**src/rtl/flash_pe_pkg.sv**
```systemverilog
package flash_pe_pkg;

    typedef enum logic [1:0] {
        LK_SHUT,
        LK_HALF,
        LK_OPEN,
        LK_JAMMED
    } lock_state_e;

    typedef enum logic [1:0] {
        SQ_IDLE,
        SQ_ERASE,
        SQ_PROG
    } seq_state_e;

    localparam logic [1:0] RA_KEY  = 2'd0;
    localparam logic [1:0] RA_CTRL = 2'd1;
    localparam logic [1:0] RA_STAT = 2'd2;
    localparam logic [1:0] RA_ADDR = 2'd3;

    localparam logic [31:0] KEY_FIRST  = 32'h4567_0123;
    localparam logic [31:0] KEY_SECOND = 32'hCDEF_89AB;

    localparam int CB_PROG  = 0;
    localparam int CB_ERASE = 1;
    localparam int CB_START = 2;
    localparam int CB_LOCK  = 3;

    localparam int SB_BUSY = 0;
    localparam int SB_DONE = 1;

endpackage

```
**src/rtl/flash_key_guard.sv**
```systemverilog
module flash_key_guard
    import flash_pe_pkg::*;
(
    input  logic        clk,
    input  logic        rst_n,
    input  logic        key_wr,
    input  logic [31:0] key_val,
    input  logic        relock_req,
    output logic        locked
);

    lock_state_e st_q, st_d;

    always_ff @(posedge clk or negedge rst_n) begin
        if (!rst_n) st_q <= LK_SHUT;
        else        st_q <= st_d;
    end

    always_comb begin
        st_d = st_q;
        unique case (st_q)
            LK_SHUT: begin
                if (key_wr) st_d = (key_val == KEY_FIRST) ? LK_HALF : LK_JAMMED;
            end
            LK_HALF: begin
                if (key_wr) st_d = (key_val == KEY_SECOND) ? LK_OPEN : LK_JAMMED;
            end
            LK_OPEN: begin
                if (relock_req) st_d = LK_SHUT;
            end
            LK_JAMMED: begin
                st_d = LK_JAMMED;
            end
            default: st_d = LK_JAMMED;
        endcase
    end

    always_comb begin
        locked = (st_q != LK_OPEN);
    end

endmodule

```
**src/rtl/flash_op_seq.sv**
```systemverilog
module flash_op_seq
    import flash_pe_pkg::*;
#(
    parameter int ERASE_CYCLES = 20,
    parameter int PROG_CYCLES  = 5,
    parameter int ADDR_W       = 7,
    parameter int PAGE_W       = 3
) (
    input  logic              clk,
    input  logic              rst_n,
    input  logic              erase_go,
    input  logic              prog_go,
    input  logic [PAGE_W-1:0] go_page,
    input  logic [ADDR_W-1:0] go_haddr,
    input  logic [15:0]       go_data,
    output logic              busy,
    output logic              commit,
    output logic              commit_erase,
    output logic [PAGE_W-1:0] commit_page,
    output logic [ADDR_W-1:0] commit_haddr,
    output logic [15:0]       commit_data
);

    localparam int MAX_CYC = (ERASE_CYCLES > PROG_CYCLES) ? ERASE_CYCLES : PROG_CYCLES;
    localparam int CNT_W   = $clog2(MAX_CYC + 1);
    localparam logic [CNT_W-1:0] ERASE_LAST = CNT_W'(ERASE_CYCLES - 1);
    localparam logic [CNT_W-1:0] PROG_LAST  = CNT_W'(PROG_CYCLES - 1);

    seq_state_e        st_q, st_d;
    logic [CNT_W-1:0]  cnt_q;
    logic [PAGE_W-1:0] page_q;
    logic [ADDR_W-1:0] haddr_q;
    logic [15:0]       data_q;
    logic              last;

    always_comb begin
        unique case (st_q)
            SQ_ERASE: last = (cnt_q == ERASE_LAST);
            SQ_PROG:  last = (cnt_q == PROG_LAST);
            default:  last = 1'b0;
        endcase
    end

    always_comb begin
        st_d = st_q;
        unique case (st_q)
            SQ_IDLE: begin
                if (erase_go)     st_d = SQ_ERASE;
                else if (prog_go) st_d = SQ_PROG;
            end
            SQ_ERASE: if (last) st_d = SQ_IDLE;
            SQ_PROG:  if (last) st_d = SQ_IDLE;
            default:  st_d = SQ_IDLE;
        endcase
    end

    always_ff @(posedge clk or negedge rst_n) begin
        if (!rst_n) begin
            st_q    <= SQ_IDLE;
            cnt_q   <= '0;
            page_q  <= '0;
            haddr_q <= '0;
            data_q  <= '0;
        end else begin
            st_q <= st_d;
            if (st_q == SQ_IDLE) begin
                cnt_q <= '0;
                if (erase_go) begin
                    page_q <= go_page;
                end else if (prog_go) begin
                    haddr_q <= go_haddr;
                    data_q  <= go_data;
                end
            end else if (last) begin
                cnt_q <= '0;
            end else begin
                cnt_q <= cnt_q + 1'b1;
            end
        end
    end

    always_comb begin
        busy         = (st_q != SQ_IDLE);
        commit       = last;
        commit_erase = (st_q == SQ_ERASE);
        commit_page  = page_q;
        commit_haddr = haddr_q;
        commit_data  = data_q;
    end

endmodule

```
**src/rtl/flash_pe_ctrl.sv**
```systemverilog
module flash_pe_ctrl
    import flash_pe_pkg::*;
#(
    parameter int ERASE_CYCLES = 20,
    parameter int PROG_CYCLES  = 5,
    parameter int PAGE_HW      = 16,
    parameter int NUM_PAGES    = 8,
    localparam int ADDR_W      = $clog2(PAGE_HW * NUM_PAGES),
    localparam int PG_LOG2     = $clog2(PAGE_HW),
    localparam int PAGE_W      = ADDR_W - PG_LOG2
) (
    input  logic              clk,
    input  logic              rst_n,
    input  logic              reg_wr_en,
    input  logic [1:0]        reg_addr,
    input  logic [31:0]       reg_wdata,
    output logic [31:0]       reg_rdata,
    input  logic              fw_wr_en,
    input  logic [ADDR_W-1:0] fw_addr,
    input  logic [15:0]       fw_wdata,
    output logic              fl_commit,
    output logic              fl_erase,
    output logic [PAGE_W-1:0] fl_page,
    output logic [ADDR_W-1:0] fl_haddr,
    output logic [15:0]       fl_data
);

    logic              locked;
    logic              busy;
    logic              prog_q, erase_q, done_q;
    logic [ADDR_W-1:0] addr_q;
    logic              key_wr, ctrl_wr, stat_wr, addr_wr;
    logic              erase_go, prog_go;

    always_comb begin
        key_wr   = reg_wr_en && (reg_addr == RA_KEY);
        ctrl_wr  = reg_wr_en && (reg_addr == RA_CTRL);
        stat_wr  = reg_wr_en && (reg_addr == RA_STAT);
        addr_wr  = reg_wr_en && (reg_addr == RA_ADDR);
        erase_go = ctrl_wr && !locked && !busy
                   && reg_wdata[CB_START] && reg_wdata[CB_ERASE];
        prog_go  = fw_wr_en && prog_q && !locked && !busy;
    end

    flash_key_guard u_guard (
        .clk        (clk),
        .rst_n      (rst_n),
        .key_wr     (key_wr),
        .key_val    (reg_wdata),
        .relock_req (ctrl_wr && reg_wdata[CB_LOCK]),
        .locked     (locked)
    );

    flash_op_seq #(
        .ERASE_CYCLES (ERASE_CYCLES),
        .PROG_CYCLES  (PROG_CYCLES),
        .ADDR_W       (ADDR_W),
        .PAGE_W       (PAGE_W)
    ) u_seq (
        .clk          (clk),
        .rst_n        (rst_n),
        .erase_go     (erase_go),
        .prog_go      (prog_go),
        .go_page      (addr_q[ADDR_W-1:PG_LOG2]),
        .go_haddr     (fw_addr),
        .go_data      (fw_wdata),
        .busy         (busy),
        .commit       (fl_commit),
        .commit_erase (fl_erase),
        .commit_page  (fl_page),
        .commit_haddr (fl_haddr),
        .commit_data  (fl_data)
    );

    always_ff @(posedge clk or negedge rst_n) begin
        if (!rst_n) begin
            prog_q  <= 1'b0;
            erase_q <= 1'b0;
            done_q  <= 1'b0;
            addr_q  <= '0;
        end else begin
            if (ctrl_wr && !locked) begin
                prog_q  <= reg_wdata[CB_PROG];
                erase_q <= reg_wdata[CB_ERASE];
            end
            if (addr_wr) addr_q <= reg_wdata[ADDR_W-1:0];
            if (fl_commit)                        done_q <= 1'b1;
            else if (stat_wr && reg_wdata[SB_DONE]) done_q <= 1'b0;
        end
    end

    always_comb begin
        reg_rdata = '0;
        unique case (reg_addr)
            RA_KEY:  reg_rdata = '0;
            RA_CTRL: begin
                reg_rdata[CB_PROG]  = prog_q;
                reg_rdata[CB_ERASE] = erase_q;
                reg_rdata[CB_LOCK]  = locked;
            end
            RA_STAT: begin
                reg_rdata[SB_BUSY] = busy;
                reg_rdata[SB_DONE] = done_q;
            end
            RA_ADDR: reg_rdata[ADDR_W-1:0] = addr_q;
            default: reg_rdata = '0;
        endcase
    end

endmodule

```
**config.mk**
```make
export PLATFORM = sky130hd
export DESIGN_NAME = flash_pe_ctrl
export DESIGN_NICKNAME = d
export VERILOG_FILES = /design/src/rtl/flash_pe_pkg.sv /design/src/rtl/flash_key_guard.sv /design/src/rtl/flash_op_seq.sv /design/src/rtl/flash_pe_ctrl.sv
export SDC_FILE = /design/constraint.sdc
export NUM_CORES = 1
export LEC_CHECK = 0
export BUFFER_PORTS_ARGS = -buffer_cell sky130_fd_sc_hd__buf_2
export CAP_MARGIN = 10
export CELL_PAD_IN_SITES_DETAIL_PLACEMENT = 0
export CELL_PAD_IN_SITES_GLOBAL_PLACEMENT = 1
export CORE_ASPECT_RATIO = 0.8
export CORE_MARGIN = 4
export CORE_UTILIZATION = 31
export CTS_BUF_LIST = sky130_fd_sc_hd__clkbuf_4 sky130_fd_sc_hd__clkbuf_8 sky130_fd_sc_hd__clkbuf_16
export CTS_CLUSTER_SIZE = 20
export DETAILED_ROUTE_END_ITERATION = 7
export PLACE_DENSITY = 0.83
export SLEW_MARGIN = 20
export SYNTH_ARGS = -nofsm -noshare
export SYNTH_HDL_FRONTEND = slang
export SYNTH_SLANG_ARGS = --single-unit
export TNS_END_PERCENT = 10
```
**constraint.sdc**
```tcl
create_clock -name clk -period 1.8 [get_ports clk]
set_input_delay 0.09 -clock clk [delete_from_list [all_inputs] [get_ports clk]]
set_output_delay 0.09 -clock clk [all_outputs]
set_load 0.02 [all_outputs]
```
==> results of run 1 <==
## worst max-delay path: stages, from the launching register on
cell	delay [ps]
dfrtp_1	420
ha_4	170
or4b_4	480
o22ai_2	170
and2_4	170
buf_6	110
## power groups by stage
stage,registers [mW],clock network [mW],logic (mW)
final,1.58,0.776,1.84
after floorplan,1.90,0,0.847
after CTS,1.59,0.804,1.74
after detailed placement,1.58,0,1.69
after global placement,1.58,0,1.65
after global routing,1.63,0.847,1.98
## metal layers
metal	up-vias	GRT usage [%]	wire length, microns
met5	-	0	0
met2	58	18.9	2590
met3	8	3.39	335
met4	0	3.93	59
li1	845	-	-
met1	830	14.4	2430
## registers in the layout, summed over array words and instances (netlist names)
| signal | cells |
|---|---|
| u_seq.st_q | 2 |
| done_q | 1 |
| u_seq.commit_data | 16 |
| u_seq.cnt_q | 5 |
| u_guard.st_q | 2 |
| u_seq.commit_page | 3 |
| addr_q | 7 |
| erase_q | 1 |
| u_seq.commit_haddr | 7 |
| prog_q | 1 |
## worst min path at each step
stage	startpoint	end	slack, ps	depth (start not counted)
2_1_floorplan	rst_n	addr_q[0]	-210	0
6_report	fw_wdata[7]	u_seq.commit_data[7]	10	2
5_1_grt	fw_wdata[5]	u_seq.commit_data[5]	3	2
4_1_cts	fw_wdata[7]	u_seq.commit_data[7]	4	2
3_5_place_dp	rst_n	u_seq.cnt_q[3]	90	1
3_3_place_gp	rst_n	u_seq.cnt_q[3]	80	1
## repair_timing
action / in CTS / in global routing
endpoints found under the setup margin: 2 / 27
hold buffers: 4 / 1
cloned: 0 / 2
pin swaps: 6 / 3
endpoints found under the hold margin: 23 / 1
gates resized for setup: 8 / 9
buffers inserted: 4 / 1
## cells in the final DEF (no fill, tap or decap), types with 2 or more instances in the layout
cell,Yosys,routed
inv_1,5,3
buf_12,0,2
buf_4,25,8
buf_2,0,94
mux2_1,5,4
mux2_4,20,21
dlygate4sd3_1,0,5
nor3_1,2,2
buf_6,2,2
dfrtp_1,45,45
nor2b_1,2,2
xor2_1,2,2
a21oi_1,3,3
o21ai_0,3,3
and3_1,5,4
nor4_1,3,3
mux2_2,10,10
a22o_1,2,2
and2b_1,2,2
a21o_1,3,3
clkbuf_16,0,2
nand4_1,3,3
nand2_1,7,7
nand3_1,6,6
ha_1,4,2
ha_4,0,2
conb_1,1,25
clkbuf_8,0,5
nand4b_1,2,2
nor2_1,9,9
## synth_stat cells (all sizes together)
cell / instances / share of area [%]
nor3: 2 / 0.43
nor2: 9 / 1.4
o21ai: 4 / 0.86
xnor2: 1 / 0.37
nand4: 4 / 1.3
nand2: 8 / 1.6
inv: 5 / 0.80
a21o: 3 / 0.96
o221ai: 1 / 0.64
a31oi: 1 / 0.27
nor4bb: 1 / 0.43
and4: 1 / 0.48
mux2: 35 / 20
ha: 4 / 2.1
nor2b: 2 / 0.53
or2: 1 / 0.27
and2b: 2 / 0.64
xor2: 2 / 0.75
o22ai: 2 / 0.53
nand3: 6 / 1.3
or4bb: 1 / 0.48
dfrtp: 45 / 48
a22o: 2 / 0.75
nor4: 3 / 0.80
nand4b: 2 / 0.75
clkbuf: 2 / 0.32
and3: 5 / 1.3
nor3b: 1 / 0.32
a21oi: 3 / 0.64
nor4b: 1 / 0.37
and2: 2 / 0.53
buf: 27 / 9.0
conb: 1 / 0.16
or4b: 1 / 0.59
## through the flow
stage	hold WS (ps)	utilization [%]	total power, mW
after CTS	3.82	42.0	4.13
after global routing	2.76	43.5	4.46
after global placement	80.6	39.0	3.24
final	12.1	43.5	4.20
after detailed placement	91.6	39.0	3.28
after floorplan	-206	-	2.74
## kinds of logic (layout without fill, tap and decap cells)
logic type      after synthesis  in the layout  share of synthesized area [%]
fa+ha+maj                     4              4                           2.14
mux                          35             35                           20.1
compound gates               16             16                           4.65
xor+xnor                      3              3                           1.12
other cells                   1             25                          0.160
simple gates                 52             52                           13.6
flops                        45             45                           48.1
buf+inv                      34            126                           10.1
## area by class of cell
type	count	area, sq um
clock buffer	6	76.3
clock inverter	2	38.8
fill	709	4160
inverter	5	21.3
multi-input combinational	135	1130
sequential	45	1130
tap	90	113
timing repair buffer	113	693
==> flow_summary.json, run 1 <==
{
  "status": "finished with violations",
  "violations": "negative setup slack",
  "hold_class": "input pin to register",
  "syn_inst": 190,
  "timing.rr.start": "u_seq.st_q[1]",
  "combPwrFrac_pct": 43.8,
  "wl_per_cell_microns": 13.7,
  "layout.cells.non_filler": 396,
  "fin_area_sq_mm": 0.00320,
  "clock-root-buffer": "clkbuf_8",
  "top_level_ports": 121,
  "p_seq_share_pct": 37.7,
  "critical_path_arrival_ps": 1800,
  "nNetsFinal": 370,
  "diodes": 0,
  "finalCritPeriodShare_pct": 105,
  "grt_pass1_wl_microns": 8310,
  "die_h_microns": 85.7,
  "r2r_slack_ps": -40,
  "tightestPinTransition_ps": 503,
  "syn_area_sq_mm": 0.00234,
  "fmax_ghz": 0.529,
  "swShare_pct": 35.5,
  "setup_viol": 3,
  "wl_microns": 5420,
  "rsz0062_at_grt": "true",
  "path_clk_slew_ps": 90,
  "vias": 1741,
  "antenna_found_initial": 0,
  "tns_ps": -133,
  "p_int_mw": 2.71,
  "preCtsSetupSlack_ps": 10.2,
  "dieArea_sq_mm": 0.00901,
  "startpoint_type": "register",
  "initial_core_util_pct": 31.8,
  "viasPerCell": 4.40,
  "drv_slew": 0,
  "cap_violations": 0,
  "reg2reg_depth": 6,
  "p_leak_nw": 1.71,
  "path_max_fanout": 2,
  "setup_slack_ps": -88.7,
  "slew_headroom_pct": 66.4,
  "io_buffers": 95,
  "grt_max_degree": 26,
  "finClkSkew_ps": 13.4,
  "seq_area_frac_synth_pct": 48.1,
  "gp_congestion": 0.737,
  "die_w_microns": 105,
  "synth.distinct_cells": 40,
  "ant_nets": 0,
  "vdd_drop_max_mv": 0.673,
  "clk_latency_ps": 300,
  "dpl-instance-area_sq_mm": 0.00287,
  "cts_sinks": 45,
  "timing.rr.end": "u_seq.st_q[0]",
  "drt_pass1_iterations": 3,
  "cts-buffers-inserted": 5,
  "grtUsageTotal_pct": 11.5,
  "p_clk_share_pct": 18.5,
  "yosysWarnings": 0,
  "power_density_mw_per_mm2": 1310,
  "clock_path_buffers": 2,
  "hpwl_microns": 4040,
  "end_kind": "output port",
  "h-tree-depth": 2,
  "num_rows": 28,
  "drt_iter0_markers": 42,
  "layout_min_cycle_time_ps": 1890,
  "path_class": "register to output port",
  "drcViolationCount": 0,
  "cp-endpoint": "fl_commit",
  "grt_pass1_vias": 1792,
  "crit_required_ps": 1710,
  "syn_area_per_cell_sq_um": 12.3,
  "cp-startpoint": "u_seq.st_q[1]",
  "synth_seq_cells": 45,
  "syn_to_final_growth_pct": 36.7,
  "power.net_switching_mw": 1.49,
  "overflow": 0,
  "layout-drive-gt1-share_pct": 52.6,
  "core_sq_mm": 0.00736,
  "dp_cells": 376,
  "hold_violations": 0,
  "cts_tree": "yes"
}
No activity file was read; power rests on OpenSTA's default activity.
==> run 2, diff against run 1 <==
--- a/config.mk
+++ b/config.mk
@@ -5,16 +5,18 @@
 export SDC_FILE = /design/constraint.sdc
 export NUM_CORES = 1
 export LEC_CHECK = 0
+export ABC_AREA = 1
 export BUFFER_PORTS_ARGS = -buffer_cell sky130_fd_sc_hd__buf_2
 export CAP_MARGIN = 10
 export CELL_PAD_IN_SITES_DETAIL_PLACEMENT = 0
 export CELL_PAD_IN_SITES_GLOBAL_PLACEMENT = 1
 export CORE_ASPECT_RATIO = 0.8
 export CORE_MARGIN = 4
-export CORE_UTILIZATION = 31
+export CORE_UTILIZATION = 29
 export CTS_BUF_LIST = sky130_fd_sc_hd__clkbuf_4 sky130_fd_sc_hd__clkbuf_8 sky130_fd_sc_hd__clkbuf_16
 export CTS_CLUSTER_SIZE = 20
 export DETAILED_ROUTE_END_ITERATION = 7
+export MAX_ROUTING_LAYER = met4
 export PLACE_DENSITY = 0.83
 export SLEW_MARGIN = 20
 export SYNTH_ARGS = -nofsm -noshare
==> flow_summary.json, run 2 <==
{
  "status": "completed",
  "yosysWarnings": 0,
  "hold_violations": 0,
  "nNetsFinal": 484,
  "vdd_drop_max_mv": 0.245,
  "reg2reg_depth": 7,
  "drv_slew": 0,
  "path_class": "register to output port",
  "path_clk_slew_ps": 90,
  "preCtsSetupSlack_ps": 257,
  "cap_violations": 0,
  "final_common_cell": "buf_2",
  "synth_most_common_cell": "nand2_1",
  "fmax_ghz": 0.609,
  "wl_per_cell_microns": 11.7,
  "setup_slack_ps": 158,
  "top_level_ports": 121,
  "critical_path_arrival_ps": 1550,
  "grt_max_degree": 25,
  "fin_area_sq_mm": 0.00313,
  "yosys-top-cells-count": "nand2_1 (91), dfrtp_1 (45), inv_1 (41)",
  "finalCritPeriodShare_pct": 91.2,
  "startpoint_type": "register",
  "power_density_mw_per_mm2": 677,
  "core_sq_mm": 0.00813,
  "hpwl_microns": 4940,
  "synth_seq_cells": 45,
  "h-tree-depth": 2,
  "viasPerCell": 4.23,
  "cts_tree": "yes",
  "synth_top_area_cell": "dfrtp_1",
  "dpl-instance-area_sq_mm": 0.00298,
  "drt_pass1_iterations": 4,
  "clock_path_buffers": 2,
  "fillCellCount": 888,
  "end_kind": "output port",
  "gp_congestion": 0.810,
  "yosysTopAreaCellShare_pct": 45.4,
  "tns_ps": 0,
  "dieArea_sq_mm": 0.0101,
  "syn_to_final_growth_pct": 26.3,
  "grtUsageTotal_pct": 12.5,
  "layout_min_cycle_time_ps": 1640,
  "finClkSkew_ps": 9.63,
  "num_rows": 29,
  "syn_inst": 318,
  "clk_latency_ps": 300,
  "whs_path_depth": 3,
  "cts-buffers-inserted": 5,
  "layout-drive-gt1-share_pct": 29.3,
  "die_h_microns": 90.7,
  "layout_common_cells": "buf_2 (95), nand2_1 (91), dfrtp_1 (45)",
  "overflow": 0,
  "synth_edf_count": 0,
  "wl_microns": 6200,
  "cts_sinks": 45,
  "crit_required_ps": 1710,
  "ys.flop_type": "dfrtp_1",
  "syn_area_sq_mm": 0.00248,
  "hold_class": "input pin to register",
  "vias": 2234,
  "drt_iter0_markers": 106,
  "drcViolationCount": 0,
  "initial_core_util_pct": 30.5,
  "io_buffers": 95,
  "grt_pass1_vias": 2235,
  "register_area_sq_mm": 0.00113,
  "synth.distinct_cells": 26,
  "multi_input_area_sq_mm": 0.00104,
  "diodes": 0,
  "seq_area_frac_synth_pct": 45.4,
  "clock-root-buffer": "clkbuf_8",
  "p_leak_nw": 1.87,
  "antenna_found_initial": 0,
  "grt_pass1_wl_microns": 10300,
  "largest_reg_flops": 16,
  "die_w_microns": 111,
  "synth.area.top_cells": "dfrtp_1 (45%), nand2_1 (14%), buf_4 (8.2%), nand3_1 (6.7%), inv_1 (6.2%)",
  "path_max_fanout": 2,
  "rsz0062_at_grt": "false",
  "setup_viol": 0,
  "syn_area_per_cell_sq_um": 7.80,
  "async_flop_share_pct": 100,
  "ant_nets": 0
}
## run 2: report_power, final
group          total, mW  internal (mW)  switching, mW
clock network      0.811          0.468          0.343
logic              0.257         0.0883          0.169
registers           1.05           1.04         0.0128
total               2.12           1.59          0.525
## run 2: repair_timing
| action | CTS | global route |
|---|---|---|
| hold buffers | 1 | 0 |
| hold endpoints to repair | 21 | 0 |
| pin swaps | 1 | 0 |
| resized for setup | 0 | 3 |
| endpoints found under the setup margin | 1 | 1 |
| buffers inserted | 1 | 1 |
## run 2: logic make-up after synthesis
| group | count (synthesis) | share of synthesized area, % |
|---|---|---|
| other | 1 | 0.151 |
| AND/OR/NAND/NOR | 171 | 30.5 |
| AO/OA/AOI/OAI | 17 | 3.73 |
| buffers and inverters | 76 | 16.6 |
| flip-flops | 45 | 45.4 |
| XOR/XNOR | 3 | 1.06 |
| adder cells (fa/ha/maj) | 4 | 2.02 |
| multiplexers | 1 | 0.454 |
## run 2: worst paths after layout
kind                       slack (ps)                     to                   from
max                               160              fl_commit          u_seq.st_q[0]
min                                20   u_seq.commit_data[8]            fw_wdata[8]
max reg2reg                       250  u_seq.commit_haddr[1]          u_seq.st_q[1]
min reg2reg                       470  u_seq.commit_data[13]  u_seq.commit_data[13]
max in group asynchronous         790              addr_q[1]                  rst_n
min in group asynchronous         290   u_seq.commit_data[7]                  rst_n
## run 2: metrics by stage
stage / cells / power, mW / hold WS (ps) / util (%)
2_1_floorplan: 342 / 1.24 / -206 / -
3_3_place_gp: 517 / 1.32 / 82.2 / 36.7
3_5_place_dp: 517 / 1.33 / 82.1 / 36.7
4_1_cts: 527 / 2.15 / 8.77 / 38.3
5_1_grt: 528 / 2.22 / 18.7 / 38.5
6_report: 528 / 2.12 / 20.4 / 38.5
## run 2: worst max-delay path: stages (launching register included)
cell and delay (ps):
dfrtp_1 360, inv_1 60, ha_1 210, nor2_1 100, nand3_1 90, o21ai_2 80
nand3_2 120, inv_1 60, buf_2 150
## run 2: routing by layer
| layer | global-route usage (%) | routed length [microns] |
|---|---|---|
| met1 | 15.4 | 2730 |
| met2 | 20.5 | 2990 |
| met3 | 2.81 | 403 |
| met4 | 4.26 | 79 |
| met5 | - | 0 |
## run 2: final cells by class
cell class                 instances  area share [%]
inverter                          43            5.15
timing repair buffer             103            17.6
sequential                        45            35.9
multi-input combinational        221            33.2
clock buffer                       7            2.88
clock inverter                     1           0.958
tap                              108            4.31
